==> src/rtl/vseq_pkg.sv <==
package vseq_pkg;
  localparam int unsigned ADR_CODE = 0;
  localparam int unsigned ADR_SLEW = 1;
  localparam int unsigned ADR_GO   = 2;
endpackage

==> src/rtl/vseq_regs.sv <==
module vseq_regs #(
  parameter int unsigned CODE_W   = 6,
  parameter int unsigned CODE_MAX = 48,
  parameter int unsigned SLEW_W   = 2,
  parameter int unsigned DATA_W   = 8,
  parameter int unsigned ADDR_W   = 2
) (
  input  logic              clk,
  input  logic              rst_n,
  input  logic              wr_valid,
  input  logic [ADDR_W-1:0] wr_addr,
  input  logic [DATA_W-1:0] wr_data,
  output logic              load_o,
  output logic [CODE_W-1:0] load_code_o,
  output logic [SLEW_W-1:0] slew_o
);
  import vseq_pkg::*;

  localparam logic [CODE_W-1:0] CLAMP = CODE_W'(CODE_MAX);

  logic [CODE_W-1:0] code_q;
  logic [SLEW_W-1:0] slew_q;
  logic              go_q;
  logic              go_wr;

  assign go_wr       = wr_valid && (wr_addr == ADDR_W'(ADR_GO));
  assign load_o      = go_wr && wr_data[0] && !go_q;
  assign load_code_o = (code_q > CLAMP) ? CLAMP : code_q;
  assign slew_o      = slew_q;

  always_ff @(posedge clk or negedge rst_n) begin
    if (!rst_n) begin
      code_q <= '0;
      slew_q <= '0;
      go_q   <= 1'b0;
    end else if (wr_valid) begin
      if (wr_addr == ADDR_W'(ADR_CODE)) code_q <= wr_data[CODE_W-1:0];
      if (wr_addr == ADDR_W'(ADR_SLEW)) slew_q <= wr_data[SLEW_W-1:0];
      if (go_wr)                        go_q   <= wr_data[0];
    end
  end


  go_edge_chk: assert property (@(posedge clk) disable iff (!rst_n)
    load_o |=> go_q);


  clamp_chk: assert property (@(posedge clk) disable iff (!rst_n)
    load_o |-> (load_code_o <= CLAMP));
endmodule

==> src/rtl/vseq_pacer.sv <==
module vseq_pacer #(
  parameter int unsigned SLEW_W = 2
) (
  input  logic              clk,
  input  logic              rst_n,
  input  logic              clear_i,
  input  logic              run_i,
  input  logic              tick_i,
  input  logic [SLEW_W-1:0] slew_i,
  output logic              step_o
);
  localparam int unsigned CNT_W = (1 << SLEW_W) - 1;

  logic [CNT_W-1:0] cnt_q;
  logic [CNT_W-1:0] limit;

  assign limit  = CNT_W'((1 << slew_i) - 1);
  assign step_o = run_i && tick_i && !clear_i && (cnt_q >= limit);

  always_ff @(posedge clk or negedge rst_n) begin
    if (!rst_n) begin
      cnt_q <= '0;
    end else if (clear_i || !run_i) begin
      cnt_q <= '0;
    end else if (tick_i) begin
      cnt_q <= (cnt_q >= limit) ? '0 : cnt_q + 1'b1;
    end
  end


  step_needs_tick_chk: assert property (@(posedge clk) disable iff (!rst_n)
    step_o |-> (tick_i && run_i));
endmodule

==> src/rtl/vseq_ramp.sv <==
module vseq_ramp #(
  parameter int unsigned CODE_W   = 6,
  parameter int unsigned CODE_MAX = 48
) (
  input  logic              clk,
  input  logic              rst_n,
  input  logic              load_i,
  input  logic [CODE_W-1:0] load_code_i,
  input  logic              step_i,
  output logic              run_o,
  output logic [CODE_W-1:0] dac_o,
  output logic              busy_o,
  output logic              done_o
);
  logic [CODE_W-1:0] dac_q;
  logic [CODE_W-1:0] tgt_q;
  logic              busy_q;
  logic              done_q;
  logic              at_tgt;

  assign at_tgt = (dac_q == tgt_q);
  assign run_o  = busy_q && !at_tgt;
  assign dac_o  = dac_q;
  assign busy_o = busy_q;
  assign done_o = done_q;

  always_ff @(posedge clk or negedge rst_n) begin
    if (!rst_n) begin
      dac_q  <= '0;
      tgt_q  <= '0;
      busy_q <= 1'b0;
      done_q <= 1'b0;
    end else if (load_i) begin
      tgt_q  <= load_code_i;
      busy_q <= 1'b1;
      done_q <= 1'b0;
    end else if (busy_q && at_tgt) begin
      busy_q <= 1'b0;
      done_q <= 1'b1;
    end else begin
      done_q <= 1'b0;
      if (busy_q && step_i) begin
        dac_q <= (tgt_q > dac_q) ? dac_q + 1'b1 : dac_q - 1'b1;
      end
    end
  end


  dac_range_chk: assert property (@(posedge clk) disable iff (!rst_n)
    dac_q <= CODE_W'(CODE_MAX));


  single_lsb_chk: assert property (@(posedge clk) disable iff (!rst_n)
    !$stable(dac_q) |-> ((dac_q == $past(dac_q) + 1'b1) || (dac_q == $past(dac_q) - 1'b1)));


  done_after_busy_chk: assert property (@(posedge clk) disable iff (!rst_n)
    done_q |-> (!busy_q && $past(busy_q)));


  tgt_hold_chk: assert property (@(posedge clk) disable iff (!rst_n)
    !load_i |=> $stable(tgt_q));


  no_jump_on_load_chk: assert property (@(posedge clk) disable iff (!rst_n)
    load_i |=> $stable(dac_q));
endmodule

==> src/rtl/vseq_top.sv <==
module vseq_top #(
  parameter int unsigned CODE_W   = 6,
  parameter int unsigned CODE_MAX = 48,
  parameter int unsigned SLEW_W   = 2,
  parameter int unsigned DATA_W   = 8,
  parameter int unsigned ADDR_W   = 2
) (
  input  logic              clk,
  input  logic              rst_n,
  input  logic              wr_valid,
  output logic              wr_ready,
  input  logic [ADDR_W-1:0] wr_addr,
  input  logic [DATA_W-1:0] wr_data,
  input  logic              step_tick,
  output logic [CODE_W-1:0] dac_code,
  output logic              busy,
  output logic              done
);
  logic              load;
  logic [CODE_W-1:0] load_code;
  logic [SLEW_W-1:0] slew;
  logic              run;
  logic              step;

  assign wr_ready = 1'b1;

  vseq_regs #(
    .CODE_W(CODE_W), .CODE_MAX(CODE_MAX), .SLEW_W(SLEW_W),
    .DATA_W(DATA_W), .ADDR_W(ADDR_W)
  ) regs_i (
    .clk(clk), .rst_n(rst_n), .wr_valid(wr_valid), .wr_addr(wr_addr),
    .wr_data(wr_data), .load_o(load), .load_code_o(load_code), .slew_o(slew)
  );

  vseq_pacer #(.SLEW_W(SLEW_W)) pacer_i (
    .clk(clk), .rst_n(rst_n), .clear_i(load), .run_i(run),
    .tick_i(step_tick), .slew_i(slew), .step_o(step)
  );

  vseq_ramp #(.CODE_W(CODE_W), .CODE_MAX(CODE_MAX)) ramp_i (
    .clk(clk), .rst_n(rst_n), .load_i(load), .load_code_i(load_code),
    .step_i(step), .run_o(run), .dac_o(dac_code), .busy_o(busy), .done_o(done)
  );
endmodule

==> config.mk <==
export PLATFORM = sky130hd
export DESIGN_NAME = vseq_top
export DESIGN_NICKNAME = d
export VERILOG_FILES = /design/src/rtl/vseq_pkg.sv /design/src/rtl/vseq_regs.sv /design/src/rtl/vseq_pacer.sv /design/src/rtl/vseq_ramp.sv /design/src/rtl/vseq_top.sv
export SDC_FILE = /design/constraint.sdc
export NUM_CORES = 1
export LEC_CHECK = 0
export BUFFER_PORTS_ARGS = -buffer_cell sky130_fd_sc_hd__buf_4
export CAP_MARGIN = 20
export CELL_PAD_IN_SITES_DETAIL_PLACEMENT = 1
export CELL_PAD_IN_SITES_GLOBAL_PLACEMENT = 2
export CORE_UTILIZATION = 40
export CTS_CLUSTER_DIAMETER = 50
export DETAILED_ROUTE_END_ITERATION = 10
export GPL_ROUTABILITY_DRIVEN = 1
export GPL_TIMING_DRIVEN = 0
export HOLD_SLACK_MARGIN = 0.08
export PLACE_DENSITY_LB_ADDON = 0.1
export SLEW_MARGIN = 10
export SYNTH_ARGS = -nofsm -noshare
export SYNTH_HDL_FRONTEND = slang
export SYNTH_HIERARCHICAL = 1
export SYNTH_SLANG_ARGS = --single-unit
==> constraint.sdc <==
create_clock -name clk -period 4.05 [get_ports clk]
set_input_delay 0.2025 -clock clk [delete_from_list [all_inputs] [get_ports clk]]
set_output_delay 0.2025 -clock clk [all_outputs]
set_load 0.02 [all_outputs]
==> summary.md, run 1 <==
| Metric | Value |
|---|---|
| Share of cells above drive strength 1 | between 30% and 40% |
| Peak supply drop | 0.290 mV |
| Syn-to-layout area delta | 18.4% |
| Final Power | around 1400 uW |
| Mapped Cells | 136 |
| MaxCap Viol Count | 0 |
| First-pass DRT Iterations | 4 |
| Reg2reg end | ramp_i/dac_o[5]$_DFFE_PN0P_ |
| Number of global-route vias before repair | 1136 |
| Post-CTS Setup Repair Bufs | 0 |
| Cell Int Power | 832 uW |
| Period minus WS final | approximately 2900 ps |
| Crit path kind | reg -> reg |
| FF-to-FF Start | ramp_i/dac_o[1]$_DFFE_PN0P_ |
| Row Count | 22 |
| RSZ-0062 raised after global routing | no |
| Post-CTS sizing | 0 |
| Fill count | 416 |
| Inserted Clock Buffers | 3 |
| Initial antenna violation count | 0 |
| Clock transition at path regs | 90 ps |
| Max FO, Critical Path | 5 |
| Die area | roughly 0.0041 sq mm |
| Root Driver | clkbuf_8 |
| Final Wtd Congestion | 0.722 |
| First-pass GRT wire length | 5170 um |
| Synth warn | 6 |
| WP data required | ~4200 ps |
| Clock share of power | 15.5% |
| Worst Clk Skew | 7.88 ps |
| Top Ports | 23 |
| Synthesized Nets | 165 |
| Core Area | 0.00369 sq mm |
| First DRT Iteration DRCs | 24 |
| Via count | around 1100 |
| Multi-input gate area in the final layout | a little over 800 sq um |
| Sw Share | 39.5% |
| CTS tree | yes |
| Outcome | finished clean |
| Ant diodes | 0 |
| Netlist cell types | 38 |
| Psw | 544 uW |
| CTS sink cnt | 26 |
| Placement Cell Area | 0.00175 sq mm |
| Synthesized area | about 0.0015 sq mm |
| Worst-case reg-to-reg path depth | 12 |
| Routed Wire Length | 2890 um |
| Die W | between 60 and 70 um |
| FF/Latch Area | 651 sq um |
| Vias per cell | 5.13 |
| Number of endpoints failing setup at the final stage | 0 |
| HPWL Detailed | 2330 um |
| Combinational Power Share | 54.3% |
| Clk_lat worst skew | between 200 and 300 ps |
| Worst Setup SP | ramp_i/dac_o[1]$_DFFE_PN0P_ |
| Nets | 190 |
| WL/cell | 13.9 um |
| Post-route cell area | 0.00183 sq mm |
| Max-slew violations | 0 |
| Peak Freq | 350 MHz |
| Grt ovf | 0 |
| Slew @ Worst Pin | 510 ps |
| Final hold violations | 0 |
| H-tree Lvls | 1 |
| Largest net degree at the start of global routing | 27 |
| Pwr per Cell Area | approximately 750 mW/mm^2 |
| Synth Flop Type | dfrtp_1 |
| Avg Cell Area, Syn | 11.3 sq um |
| Die Ht | ~64 um |
| Clk buf depth | 2 |
| R2r setup slk | 1190 ps |
| Final period utilization | 70.6% |
| Number of enable flip-flop cells after synthesis | 0 |
| Seq pwr share | 30.2% |
| Worst setup path end | ramp_i/dac_o[5]$_DFFE_PN0P_ |
| Data arrival time of the critical path | 3020 ps |
| Sequential share of the synthesized area | 42.2% |
| Final ANT Viol Nets | 0 |
| Number of synthesized register bits | 26 |
| Element type at the critical path end | flip-flop |
| Worst setup SP type | flip-flop |
| Fin Setup TNS | 0 ps |
| Gr usage total | 16.4% |
| Max-Slew Margin vs Limit | 65.9% |
| Hold Slack | roughly 160 ps |
| Remaining routing DRC violations | 0 |
| Initial Utilization | 41.8% |
| Ys async rst share | 100% |
| IO Port Bufs | 19 |
| Hold Path Class | in -> reg |
| Lkg Pwr | 0.000848 uW |
[layout make-up]
cell class	instances	area share, %
Inverter	10	2.05
Clock inverter	1	1.64
Multi-Input combinational cell	96	45.3
Sequential cell	26	35.6
Timing Repair Buffer	20	8.36
Buffer	4	1.44
Clock buffer	3	2.26
Tap cell	48	3.29
[per-layer routing]
| metal | GRT usage, % | vias to the layer above | routed length [um] |
|---|---|---|---|
| met3 | 2.68 | 2 | 89 |
| li1 | - | 527 | - |
| met2 | 30.3 | 18 | 1500 |
| met1 | 19.3 | 519 | 1280 |
| met4 | 5.00 | 0 | 17 |
| met5 | 0 | - | 0 |
[synth_stat cells (3+ instances only)]
cell type,instances,area [sq um]
xor2_1,3,26.3
inv_1,10,37.5
a21oi_1,6,30.0
o21ai_0,4,20.0
nand3_1,3,15.0
o2111ai_1,4,35.0
ha_1,14,175
nand2_1,8,30.0
and2_1,5,31.3
a21o_1,3,22.5
xnor2_1,3,26.3
mux2_2,15,169
dfrtp_1,26,651
[worst max-delay path, cell delays in order (launching register included)]
cell      delay, ps
dfrtp_1         460
inv_1            80
ha_1            330
a21o_1          190
a221o_1         320
nand2_1         210
ha_1            300
a211oi_1        260
o21bai_1        140
a21oi_2         160
xnor2_1         130
nor2_1           70
xnor2_1         120
[timing repair]
| action | 4_1_cts | 5_1_grt |
|---|---|---|
| hold buffers | 1 | 0 |
| hold endpoints to repair | 26 | 0 |
| endpoints found under the setup margin | 0 | 0 |
[worst min-delay path by stage]
stage                     startpoint                      endpoint  slack [ps]  depth (start not counted)
after floorplan                rst_n  pacer_i/cnt_q[0]$_DFFE_PN0P_         -90                          0
after global placement         rst_n   ramp_i/dac_o[0]$_DFFE_PN0P_         140                          1
after detailed placement       rst_n       ramp_i/done_o$_DFF_PN0_         140                          1
after CTS                 wr_data[3]  regs_i/code_q[3]$_DFFE_PN0P_         150                          2
after global routing      wr_data[4]  regs_i/code_q[4]$_DFFE_PN0P_         140                          2
final                     wr_data[3]  regs_i/code_q[3]$_DFFE_PN0P_         160                          2
[cell families after synthesis]
logic type	synth area share, %
and+or+nand+nor	16.4
AOI/OAI and AO/OA	10.1
adders and majority gates	12.7
xor gates and xnor gates	3.41
muxes	10.9
other	0.243
buffers and inverters	4.14
DFF	42.2
[layout by cell type, fill, tap and decap left out, types with 3 or more instances in the layout]
master,Yosys,routed
buf_4,1,20
nand3_1,3,3
o21ai_0,4,4
o2111ai_1,4,4
and2_1,5,5
nand2_1,8,8
xor2_1,3,3
clkbuf_8,0,3
ha_1,14,14
dfrtp_1,26,26
a21o_1,3,3
xnor2_1,3,3
inv_1,10,10
mux2_2,15,15
a21oi_1,6,6
[power by group through the flow]
stage               Sequential [uW]  Clock, uW  Combinational (uW)
global route                    430        233                 846
CTS                             418        222                 759
finish                          416        214                 747
global placement                416          0                 714
detailed placement              424          0                 755
floorplan                       443          0                 527
[state kept, by name, indices dropped and copies added (netlist names)]
| register | flops |
|---|---|
| regs_i/go_q | 1 |
| ramp_i/tgt_q | 6 |
| regs_i/code_q | 6 |
| ramp_i/busy_o | 1 |
| ramp_i/dac_o | 6 |
| pacer_i/cnt_q | 3 |
| ramp_i/done_o | 1 |
| regs_i/slew_o | 2 |
[metrics by stage]
stage / utilization [%] / cells / setup WS, ps
after detailed placement: 47.3 / 203 / 1160
after global routing: 49.5 / 208 / 899
after global placement: 47.3 / 203 / 1300
after floorplan: - / 136 / 1380
final: 49.5 / 208 / 1190
after CTS: 49.5 / 208 / 1140
(Power assumes the default switching activity.)
==> inputs of run 2 (changes only) <==
Settings changed: CORE_UTILIZATION 40 to 37.
Clock period 4.05 ns to 2.7 ns, I/O delays scaled along.
==> run 2 against run 1 <==
Largest cell class unchanged. Die area rose by 7.8%. Critical path type unchanged. Combinational power rose by 77%. Non-clock buffer count grew 7. Largest power group unchanged. Clock power up 50%. Flip-flop and latch count stayed put. Worst hold slack got worse by 64 ps. Clock skew barely moved. First-iteration DRC count is 13% lower. Global-route usage shrank 1.2 points. Design area grew 5.1%.
==> summary.md, run 2 (synthesis results as in run 1) <==
| Metric | Value |
|---|---|
| Outcome | finished clean |
| Syn-to-layout area delta | 24.5% |
| Data arrival time of the critical path | 2700 ps (-320 ps) |
| Inserted Clock Buffers | 3 (unchanged) |
| Final hold violations | 0 (unchanged) |
| Peak supply drop | 0.299 mV (+3.1%) |
| Largest net degree at the start of global routing | 27 (unchanged) |
| Fill count | 449 (+7.9%) |
| Initial Utilization | 38.6% (-3.3 points) |
| Number of global-route vias before repair | 1147 (+0.97%) |
| Period minus WS final | 2540 ps (-322 ps) |
| Top Ports | 23 (unchanged) |
| Initial antenna violation count | 0 (unchanged) |
| Final period utilization | 93.9% (+23 points) |
| Nets | 197 (+3.7%) |
| Gr usage total | 15.2% (-1.2 points) |
| Remaining routing DRC violations | 0 (unchanged) |
| Crit path cell chain | inv_1 -> ha_1 -> and4_4 -> a221o_1 -> nand2_2 -> buf_4 -> ha_1 -> o21ai_1 -> o21bai_1 -> a21oi_2 -> xnor2_1 -> nor2_1 -> xnor2_1 |
| Vias per cell | 5.00 (-2.4%) |
| Root Driver | clkbuf_8 |
| MaxCap Viol Count | 0 (unchanged) |
| Via count | 1085 (+1.8%) |
| Clk_lat worst skew | 270 ps (about the same) |
| Crit path kind | reg -> reg |
| Peak Freq | 394 MHz (+13%) |
| Worst Clk Skew | 7.92 ps (+0.0404 ps) |
| Core Area | 0.00400 sq mm (+8.4%) |
| HPWL Detailed | 2340 um (+0.55%) |
| First-pass DRT Iterations | 4 (unchanged) |
| First-pass GRT wire length | 5080 um (-1.7%) |
| Element type at the critical path end | flip-flop |
| Number of endpoints failing setup at the final stage | 0 (unchanged) |
| Die area | 0.00443 sq mm (+7.8%) |
| Fin Setup TNS | 0 ps (unchanged) |
| Max FO, Critical Path | 4 (-1) |
| Worst setup SP type | flip-flop |
| Clock transition at path regs | 90 ps (about the same) |
| RSZ-0062 raised after global routing | no |
| Pwr per Cell Area | 1170 mW/mm^2 (+55%) |
| Max-slew violations | 0 (unchanged) |
| WL/cell | 13.7 um (-1.4%) |
| Row Count | 23 (+4.5%) |
| WP data required | 2870 ps (-1350 ps) |
| Most frequent cells in the layout | buf_4 (27), dfrtp_1 (26), mux2_2 (15) |
| Grt ovf | 0 (unchanged) |
| Ant diodes | 0 (unchanged) |
| Die W | 66.6 um (+3.8%) |
| Final ANT Viol Nets | 0 (unchanged) |
| IO Port Bufs | 19 (unchanged) |
| CTS sink cnt | 26 (unchanged) |
| Slew @ Worst Pin | 502 ps (-8.05 ps) |
| Die Ht | 66.6 um (+3.8%) |
| Slowest-stage cell, CP | dfrtp_1 |
| Share of cells above drive strength 1 | 37.1% (+5.9 points) |
| Routed Wire Length | 2970 um (+2.9%) |
| CTS tree | yes |
| Final Wtd Congestion | 0.715 (-1.0%) |
| Max-Slew Margin vs Limit | 66.5% (+0.54 points) |
| H-tree Lvls | 1 (unchanged) |
| Commonest non-fill, non-tap cell in the layout | buf_4 |
| Lkg Pwr | 0.000885 uW (+4.3%) |
| Crit path buf inv count | 2 (+1) |
| Final Power | 2250 uW (+63%) |
| Hold Path Class | in -> reg |
| Critical path's top delay family | compound AO/OA/AOI/OAI gates |
| Final Util | 48.0% (-1.5 points) |
| Slowest stage delay, CP | 350 ps (-110 ps) |
| Clk buf depth | 2 (unchanged) |
| First DRT Iteration DRCs | 21 (-13%) |
## run 2: changes by cell type in the layout (fill, tap and decap cells not counted), sizes merged
cell / change
buf: +7
## run 2: repair_timing
item,4_1_cts,5_1_grt
endpoints found under the hold margin,26,0
hold buffers,1,0
endpoints found under the setup margin,2,2
resized for setup,1,6
setup buffers,6,1
pin swaps,1,4
## run 2: through the flow
stage / std cells / hold WS [ps] / area (sq um) / setup WS, ps
final: 217 / 93.9 / 1920 / 164
after global routing: 217 / 83.8 / 1920 / 2.08
after CTS: 216 / 85.1 / 1880 / 10.8
after detailed placement: 205 / 70.6 / 1750 / -140
after global placement: 205 / 65.4 / 1750 / -76.3
after floorplan: 136 / -161 / 1540 / 33.0
## run 2: path summary, 6_finish.rpt
path,from,to,slack (ps),cells past startpoint
worst max-delay path,ramp_i/dac_o[5]$_DFFE_PN0P_,ramp_i/dac_o[5]$_DFFE_PN0P_,160,13
min in group asynchronous,rst_n,ramp_i/dac_o[4]$_DFFE_PN0P_,300,2
worst min-delay path,wr_data[3],regs_i/code_q[3]$_DFFE_PN0P_,90,2
max in group asynchronous,rst_n,ramp_i/done_o$_DFF_PN0_,2130,2
worst min register to register,regs_i/code_q[1]$_DFFE_PN0P_,regs_i/code_q[1]$_DFFE_PN0P_,510,1
worst max register to register,ramp_i/dac_o[5]$_DFFE_PN0P_,ramp_i/dac_o[5]$_DFFE_PN0P_,160,13
## run 2: final cells by class
cell class                 instances  area (sq um)  share of cell area [%]
sequential                        26           651                    33.9
buffer                             4          26.3                    1.37
clock buffer                       3          41.3                    2.15
timing repair buffer              27           205                    10.7
tap                               50          62.6                    3.26
clock inverter                     1          30.0                    1.56
inverter                          10          37.5                    1.95
multi-input combinational         96           867                    45.1
## run 2: routing by layer
layer	GRT usage (%)	routed length (um)	up-vias
met3	2.05	60	2
met1	18.1	1290	530
met4	4.79	25	0
met5	0	0	-
li1	-	-	539
met2	27.9	1600	14
## run 2: where the power goes
part	total [uW]	switching (uW)	leakage [uW]	internal (uW)
combinational	1320	648	0.000531	671
clock	320	121	0.0000357	198
sequential	609	95.5	0.000319	513
